File: config.mk
export PLATFORM = sky130hd
export DESIGN_NAME = sym_history_display
export DESIGN_NICKNAME = d
export VERILOG_FILES = /design/src/rtl/symdisp_pkg.sv /design/src/rtl/sym_hist_shift.sv /design/src/rtl/top_row_fmt.sv /design/src/rtl/hex_row_fmt.sv /design/src/rtl/row_read_mux.sv /design/src/rtl/sym_history_display.sv
export SDC_FILE = /design/constraint.sdc
export NUM_CORES = 1
export LEC_CHECK = 0
export ABC_AREA = 1
export BUFFER_PORTS_ARGS = -buffer_cell sky130_fd_sc_hd__buf_4
export CORE_MARGIN = 8
export CORE_UTILIZATION = 45
export DETAILED_ROUTE_END_ITERATION = 10
export HOLD_SLACK_MARGIN = 0.1
export PLACE_DENSITY = 0.77
export SLEW_MARGIN = 20
export SYNTH_ARGS = -nofsm -noshare
export SYNTH_HDL_FRONTEND = slang
export SYNTH_SLANG_ARGS = --single-unit
export TNS_END_PERCENT = 10
File: constraint.sdc
create_clock -name clk_i -period 2.1 [get_ports clk_i]
set_input_delay 0.525 -clock clk_i [delete_from_list [all_inputs] [get_ports clk_i]]
set_output_delay 0.525 -clock clk_i [all_outputs]
set_load 0.05 [all_outputs]
File: src/rtl/symdisp_pkg.sv
package symdisp_pkg;
  localparam int unsigned SYM_W = 4;
  localparam logic [7:0] CH_SPACE = 8'h20;

  function automatic logic [7:0] sym_to_ascii(input logic [SYM_W-1:0] s);
    return 8'h61 + {{(8-SYM_W){1'b0}}, s};
  endfunction

  function automatic logic [7:0] nib_to_hex(input logic [3:0] n);
    if (n < 4'd10) return 8'h30 + {4'h0, n};
    else           return 8'h37 + {4'h0, n};
  endfunction
endpackage

File: src/rtl/sym_hist_shift.sv
module sym_hist_shift
  import symdisp_pkg::*;
#(
  parameter int unsigned DEPTH = 14
) (
  input  logic                   clk_i,
  input  logic                   rst_ni,
  input  logic                   push_i,
  input  logic [SYM_W-1:0]       sym_i,
  output logic [DEPTH-1:0]       occ_o,
  output logic [DEPTH*SYM_W-1:0] code_o
);
  // entry DEPTH-1 is newest; entry 0 is oldest
  for (genvar i = 0; i < DEPTH; i++) begin : g_ent
    logic             nxt_occ;
    logic [SYM_W-1:0] nxt_code;
    if (i == DEPTH - 1) begin : g_head
      assign nxt_occ  = 1'b1;
      assign nxt_code = sym_i;
    end else begin : g_body
      assign nxt_occ  = occ_o[i+1];
      assign nxt_code = code_o[(i+1)*SYM_W +: SYM_W];
    end
    always_ff @(posedge clk_i or negedge rst_ni) begin
      if (!rst_ni) begin
        occ_o[i]                  <= 1'b0;
        code_o[i*SYM_W +: SYM_W]  <= '0;
      end else if (push_i) begin
        occ_o[i]                  <= nxt_occ;
        code_o[i*SYM_W +: SYM_W]  <= nxt_code;
      end
    end
  end
endmodule

File: src/rtl/top_row_fmt.sv
module top_row_fmt
  import symdisp_pkg::*;
#(
  parameter int unsigned COLS  = 16,
  parameter int unsigned DEPTH = COLS - 2
) (
  input  logic [DEPTH-1:0]       occ_i,
  input  logic [DEPTH*SYM_W-1:0] code_i,
  input  logic [SYM_W-1:0]       live_i,
  output logic [8*COLS-1:0]      row_o
);
  for (genvar c = 0; c < COLS; c++) begin : g_col
    if (c < DEPTH) begin : g_hist
      assign row_o[8*c +: 8] = occ_i[c] ? sym_to_ascii(code_i[c*SYM_W +: SYM_W]) : CH_SPACE;
    end else if (c == COLS - 1) begin : g_live
      assign row_o[8*c +: 8] = sym_to_ascii(live_i);
    end else begin : g_gap
      assign row_o[8*c +: 8] = CH_SPACE;
    end
  end
endmodule

File: src/rtl/hex_row_fmt.sv
module hex_row_fmt
  import symdisp_pkg::*;
#(
  parameter int unsigned COLS  = 16,
  parameter int unsigned CNT_W = 8
) (
  input  logic [CNT_W-1:0]  count_i,
  output logic [8*COLS-1:0] row_o
);
  localparam int unsigned DIGITS = CNT_W / 4;

  for (genvar c = 0; c < COLS; c++) begin : g_col
    if (c >= COLS - DIGITS) begin : g_dig
      localparam int unsigned D = COLS - 1 - c;  // 0 = least significant nibble
      assign row_o[8*c +: 8] = nib_to_hex(count_i[4*D +: 4]);
    end else begin : g_pad
      assign row_o[8*c +: 8] = CH_SPACE;
    end
  end
endmodule

File: src/rtl/row_read_mux.sv
module row_read_mux #(
  parameter int unsigned COLS  = 16,
  parameter int unsigned COL_W = $clog2(COLS)
) (
  input  logic [8*COLS-1:0] top_i,
  input  logic [8*COLS-1:0] bot_i,
  input  logic              row_i,
  input  logic [COL_W-1:0]  col_i,
  output logic [7:0]        char_o
);
  logic [8*COLS-1:0] sel_row;
  assign sel_row = row_i ? bot_i : top_i;
  assign char_o  = sel_row[{col_i, 3'b000} +: 8];
endmodule

File: src/rtl/sym_history_display.sv
module sym_history_display
  import symdisp_pkg::*;
#(
  parameter int unsigned COLS  = 16,
  parameter int unsigned CNT_W = 8,
  localparam int unsigned DEPTH = COLS - 2,
  localparam int unsigned COL_W = $clog2(COLS)
) (
  input  logic              clk_i,
  input  logic              rst_ni,
  input  logic              valid_i,
  input  logic [SYM_W-1:0]  sym_i,
  input  logic [CNT_W-1:0]  count_i,
  input  logic              rd_row_i,
  input  logic [COL_W-1:0]  rd_col_i,
  output logic [7:0]        rd_char_o,
  output logic [8*COLS-1:0] top_row_o,
  output logic [8*COLS-1:0] bot_row_o
);
  logic [DEPTH-1:0]       hist_occ;
  logic [DEPTH*SYM_W-1:0] hist_code;

  sym_hist_shift #(.DEPTH(DEPTH)) u_hist (
    .clk_i  (clk_i),
    .rst_ni (rst_ni),
    .push_i (valid_i),
    .sym_i  (sym_i),
    .occ_o  (hist_occ),
    .code_o (hist_code)
  );

  top_row_fmt #(.COLS(COLS), .DEPTH(DEPTH)) u_top (
    .occ_i  (hist_occ),
    .code_i (hist_code),
    .live_i (sym_i),
    .row_o  (top_row_o)
  );

  hex_row_fmt #(.COLS(COLS), .CNT_W(CNT_W)) u_bot (
    .count_i (count_i),
    .row_o   (bot_row_o)
  );

  row_read_mux #(.COLS(COLS), .COL_W(COL_W)) u_rd (
    .top_i  (top_row_o),
    .bot_i  (bot_row_o),
    .row_i  (rd_row_i),
    .col_i  (rd_col_i),
    .char_o (rd_char_o)
  );
endmodule

Word-level counts from Yosys, hierarchy flattened
Cells that the tools add are included.
{"block": "op_classes", "n_addsub": 19, "order_cmp": 2, "muxes": 17, "n_reduce_logical": 0, "eq_ne": 0, "n_mul": 0, "shift": 1, "n_bitwise": 0, "div": 0}
{"op": "two-way mux 128 bit", "n": 1}
{"op": "two-way mux 8 bit", "n": 16}
{"op": "indexed part select 128 x 8 -> 8 bit", "n": 1}
{"op": "adder 7 x 4 -> 8 bit, first input constant", "n": 15}
{"op": "adder 6 x 4 -> 7 bit, first input constant", "n": 4}
{"op": "< comparator 4 bit, second input constant", "n": 2}
{"block": "totals", "latchBits": 0, "ramBits": 0, "input_bits": 20, "reg_bits": 70, "elab_cells": 67, "romBits": 0, "n_memories": 0, "output_inout_bits": 264}

Logic depth before layout (Yosys ltp)
{"block": "depth", "word_depth": 4, "depth_mapped": 13, "depth_no_buf": 13}

Modules after synthesis
A second synthesis with hierarchy kept.
{"block": "unflattened", "cells_unflattened": 1349, "area_unflattened_um2": 8052.7}
{"mod": "row_read_mux", "seq_area_each_um2": 0.0, "instances": 1, "area_each_um2": 2740.1, "cells_each": 609}
{"mod": "sym_hist_shift", "seq_area_each_um2": 1751.7, "instances": 1, "area_each_um2": 2728.9, "cells_each": 307}
{"mod": "top_row_fmt", "seq_area_each_um2": 0.0, "instances": 1, "area_each_um2": 1506.4, "cells_each": 273}
{"mod": "hex_row_fmt", "seq_area_each_um2": 0.0, "instances": 1, "area_each_um2": 1077.3, "cells_each": 160}

Worst setup path before layout
Ideal clock, no wire load.
{"block": "synth_timing", "kind": "input port to output port", "from": "input port count_i[1]", "to": "output port rd_char_o[1]", "t_required_ns": 1.575, "path_buffers": 0, "arrival_ns": 3.559, "path_stages": 6, "setup_slack_ns": -1.984, "cell_sequence": "o21ai_0 -> o21ai_0 -> a21oi_1 -> nand2_1 -> nand2_1 -> a21oi_1"}
{"block": "synth_via", "elab_chain_cells": 4, "elab_cells_between_ends": 6, "classes_between": "2 x add/sub; 1 x order compare; 1 x shift; 2 x mux"}
{"element": "start, declared", "line": "sym_history_display.sv:13", "rtl": "input logic [CNT_W-1:0] count_i,"}
{"element": "adder 6 x 4 -> 7 bit (tied with other cells)", "line": "symdisp_pkg.sv:11", "rtl": "else return 8'h37 + {4'h0, n};"}
{"element": "two-way mux 8 bit (*)", "line": "symdisp_pkg.sv:10", "rtl": "if (n < 4'd10) return 8'h30 + {4'h0, n};"}
{"element": "net bot_row_o[121]", "line": "sym_history_display.sv:18", "rtl": "output logic [8*COLS-1:0] bot_row_o"}
{"element": "two-way mux 128 bit (*)", "line": "row_read_mux.sv:12", "rtl": "assign sel_row = row_i ? bot_i : top_i;"}
{"element": "indexed part select 128 x 8 -> 8 bit (*)", "line": "row_read_mux.sv:13", "rtl": "assign char_o = sel_row[{col_i, 3'b000} +: 8];"}
{"element": "end, declared", "line": "sym_history_display.sv:16", "rtl": "output logic [7:0] rd_char_o,"}
Mark *: on every way through the listed nets, which the timed path passes. The rest lies on a longest branch.

Final worst setup path
{"block": "layout_timing", "from": "register u_hist.code_o[12], in the netlist u_hist.g_ent[2].nxt_code[0]", "to": "output port rd_char_o[1]"}
{"block": "layout_via", "elab_chain_cells": 4}
{"element": "start, declared", "line": "sym_hist_shift.sv:11", "rtl": "output logic [DEPTH*SYM_W-1:0] code_o"}
{"element": "start signal, assigned by index", "line": "sym_hist_shift.sv:30", "rtl": "code_o[i*SYM_W +: SYM_W] <= nxt_code;"}
{"element": "adder 7 x 4 -> 8 bit", "line": "symdisp_pkg.sv:6", "rtl": "return 8'h61 + {{(8-SYM_W){1'b0}}, s};"}
{"element": "two-way mux 8 bit", "line": "top_row_fmt.sv:14", "rtl": "assign row_o[8*c +: 8] = occ_i[c] ? sym_to_ascii(code_i[c*SYM_W +: SYM_W]) : CH_SPACE;"}
{"element": "two-way mux 128 bit", "line": "row_read_mux.sv:12"}
{"element": "indexed part select 128 x 8 -> 8 bit", "line": "row_read_mux.sv:13"}
Every way passes these cells.

==> results.yml <==
outcome:
  status: "finished, violations left"
  violations: "setup timing"
grt:
  grtUsageMet2: 0.377
  use_met3: 0.0456
  grt_pass1_wl_mm: 31.0
  grt_max_degree: 52
  track_usage: 0.211
  overflow: 0
  use_met1: 0.244
  first_global_vias: 6219
  antenna_found_initial: 0
  busiest_layer: "met2"
critical_path:
  start_kind: "register"
  r2r_cells: 4
  timing.rr.end: "u_hist.g_ent[10].nxt_code[1]$_DFFE_PN0P_"
  crit_type: "register to output pin"
  end_kind: "output pin"
  reg2reg_slack_ns: 1.14
  cp_data_required_time_ns: 1.57
  critPathMaxFanout: 2
  crit-reg2reg-launch: "u_hist.g_ent[10].nxt_code[1]$_DFFE_PN0P_"
  cp.arrival_ns: 1.85
min_path:
  min_from: "sym_i[3]"
  hp-class: "input port to register"
  hold-path-cell-count: 3
  hold_end: "u_hist.g_ent[12].nxt_code[3]$_DFFE_PN0P_"
clocking:
  cts_tree: "done"
  cts_root_buffer: "clkbuf_16"
  clk_pin_slew_ns: 0.05
  cts_buffers: 9
  cts_buffer_depth: 2
  cts_sinks: 70
  htree_levels: 3
  insertion_delay_ns: 0.34
power_and_ir_drop:
  combPwrFrac: 0.498
  p_total_uw: 6290
  ir_worst_vdd_v: 0.000542
  power_density_nw_per_um2: 756
  p_switching_uw: 3020
  p_leak_uw: 0.00468
  clkPwrFrac: 0.225
  switching_share: 0.480
  intPower_uw: 3270
  p_seq_frac: 0.278
placement:
  finalWeightedCongestion: 0.930
  port_buffers: 129
  dp_hpwl_mm: 15.9
  dp_slack_ns: -0.301
cells_and_area:
  syn_to_final_growth_pct: 33.6
  layout-drive-gt1-share: 0.298
  fin_nets: 1214
  fillerInstances: 1294
  antennaDiodeCount: 0
synthesis:
  yosys.area.top_type: "dfrtp_1"
  synth_common_cells: "nand2_1, buf_4, inv_1, nor2_1, o21ai_0"
  postSynthAreaPerCell_um2: 6.59
  synthArstFlopShare: 1.00
  synth_warnings: 0
  seq_area_frac_synth: 0.281
  synthesis.area_um2: 6230
  synth-seq-cells: 70
  synth_edf_count: 0
  ys_types: 34
  synth_flop_cell: "dfrtp_1"
  yosysMostFrequentCell: "nand2_1"
  synthCells: 946
  synthTopCellsByArea: "dfrtp_1, buf_4, nand2_1"
  synth_top_area_frac: 0.281
timing:
  rsz0062_at_grt: "true"
  worst_hold_slack_ns: 0.423
  slew_viol_final: 0
  max_freq_mhz: 420
  fin_crit_sh: 1.13
  finalHoldViolations: 0
  worst_slack_ns: -0.278
  fin_skew_ns: 0.00473
  period_minus_slack_ns: 2.38
  finalSetupViolations: 10
  setup_tns_ns: -1.48
floorplan:
  die_y_um: 134
  die-area_um2: 17900
  io_pins: 284
  die_w_um: 134
  start_util: 0.454
  core_um2: 13700
  rows: 43
flow_run:
  maxCapViolCount: 0
drt:
  via_count: 6470
  drt_iter0_drc: 469
  firstDrtPassIters: 5
  drcViolationCount: 0
  avgRoutedWirePerCell_um: 14.6
  via_per_inst: 4.75
  drt_wl_total_mm: 19.9
  ant_nets: 0
-- worst max-delay path, stage by stage (launching register included) --
cell	delay, ns
dfrtp_1	0.39
ha_2	0.32
nand2_1	0.09
o21ai_1	0.13
o21ai_0	0.08
nor2_1	0.13
nor2_2	0.07
a21oi_4	0.14
buf_8	0.16
-- cell type report --
type | instances | area (um^2) | area share
clock buffers | 14 | 264 | 0.0317
clock inverters | 1 | 5.00 | 0.000601
inverters | 102 | 389 | 0.0467
multi-input cells | 736 | 3650 | 0.439
flip-flops and latches | 70 | 1750 | 0.211
well taps | 180 | 225 | 0.0270
repair buffers | 258 | 2040 | 0.245
-- kinds of logic (layout without fill, tap and decap cells) --
logic type | after synthesis | after routing | share of synthesized area
buffers and inverters | 292 | 375 | 0.281
DFF | 70 | 70 | 0.281
adders and majority gates | 17 | 17 | 0.0341
xor gates and xnor gates | 9 | 9 | 0.0126
and+or+nand+nor | 453 | 453 | 0.305
other | 2 | 154 | 0.00120
AOI/OAI and AO/OA | 103 | 103 | 0.0857
-- worst max path at each step --
stage / slack [ns] / to / cells past startpoint / from
detailed placement: -0.30 / rd_char_o[2] / 13 / rd_row_i
global route: -0.38 / rd_char_o[2] / 11 / u_hist.g_ent[0].nxt_code[0]$_DFFE_PN0P_
floorplan: -0.42 / rd_char_o[6] / 7 / count_i[4]
CTS: -0.29 / rd_char_o[4] / 10 / u_hist.g_ent[2].nxt_code[1]$_DFFE_PN0P_
global placement: -0.28 / rd_char_o[2] / 13 / rd_row_i
finish: -0.28 / rd_char_o[1] / 8 / u_hist.g_ent[2].nxt_code[0]$_DFFE_PN0P_
-- power by group through the flow --
stage / logic, uW / registers [uW] / clock network [uW]
6_report: 3130 / 1750 / 1410
5_1_grt: 3330 / 1780 / 1480
4_1_cts: 3070 / 1730 / 1420
3_5_place_dp: 3000 / 1740 / 0
3_3_place_gp: 2980 / 1740 / 0
2_1_floorplan: 2270 / 1760 / 0
-- layout by cell type, fill, tap and decap left out, types with 3 or more instances in the layout --
cell type	synthesis	routed
conb_1	2	154
nand2_1	270	260
o21ai_0	71	58
nor2_1	75	56
buf_8	0	3
nor2_4	3	5
dfrtp_1	70	68
a21oi_1	21	17
buf_6	2	7
o21ai_1	2	11
nor2_2	2	19
ha_1	17	8
nor3_4	0	4
o21ai_4	0	3
inv_1	99	94
xor2_2	0	4
nand4_1	16	16
nand3_1	64	59
ha_2	0	7
nand2_2	1	9
buf_4	168	243
buf_12	0	4
nand3_2	0	5
xnor2_1	3	3
nor3_1	14	10
clkbuf_1	16	3
clkbuf_16	0	9
inv_2	1	5
o211ai_1	3	3
-- metal layers --
| layer | up-vias | wire length, um |
|---|---|---|
| met1 | 3021 | 7770 |
| met3 | 31 | 1520 |
| met4 | 0 | 374 |
| met2 | 294 | 10200 |
| met5 | - | 0 |
| li1 | 3124 | - |
-- registers in the layout, summed over array words and instances (netlist names) --
signal / count
u_hist.code_o: 4
u_hist.g_ent.nxt_code: 52
u_hist.occ_o: 1
u_hist.g_ent.nxt_occ: 13
-- what timing repair did --
action / 4_1_cts / 5_1_grt
hold endpoints to repair: 17 / 0
endpoints found under the setup margin: 10 / 22
resized for setup: 43 / 37
setup buffers: 5 / 8
hold buffers: 1 / 0
pin swaps: 9 / 21
-- stage by stage --
| stage | cells | util | area, um^2 |
|---|---|---|---|
| 6_report | 1361 | 0.607 | 8330 |
| 2_1_floorplan | 1098 | - | 6960 |
| 3_5_place_dp | 1332 | 0.560 | 7690 |
| 5_1_grt | 1361 | 0.607 | 8330 |
| 4_1_cts | 1353 | 0.592 | 8130 |
| 3_3_place_gp | 1332 | 0.560 | 7690 |
Power figures use the tool's default switching activity.
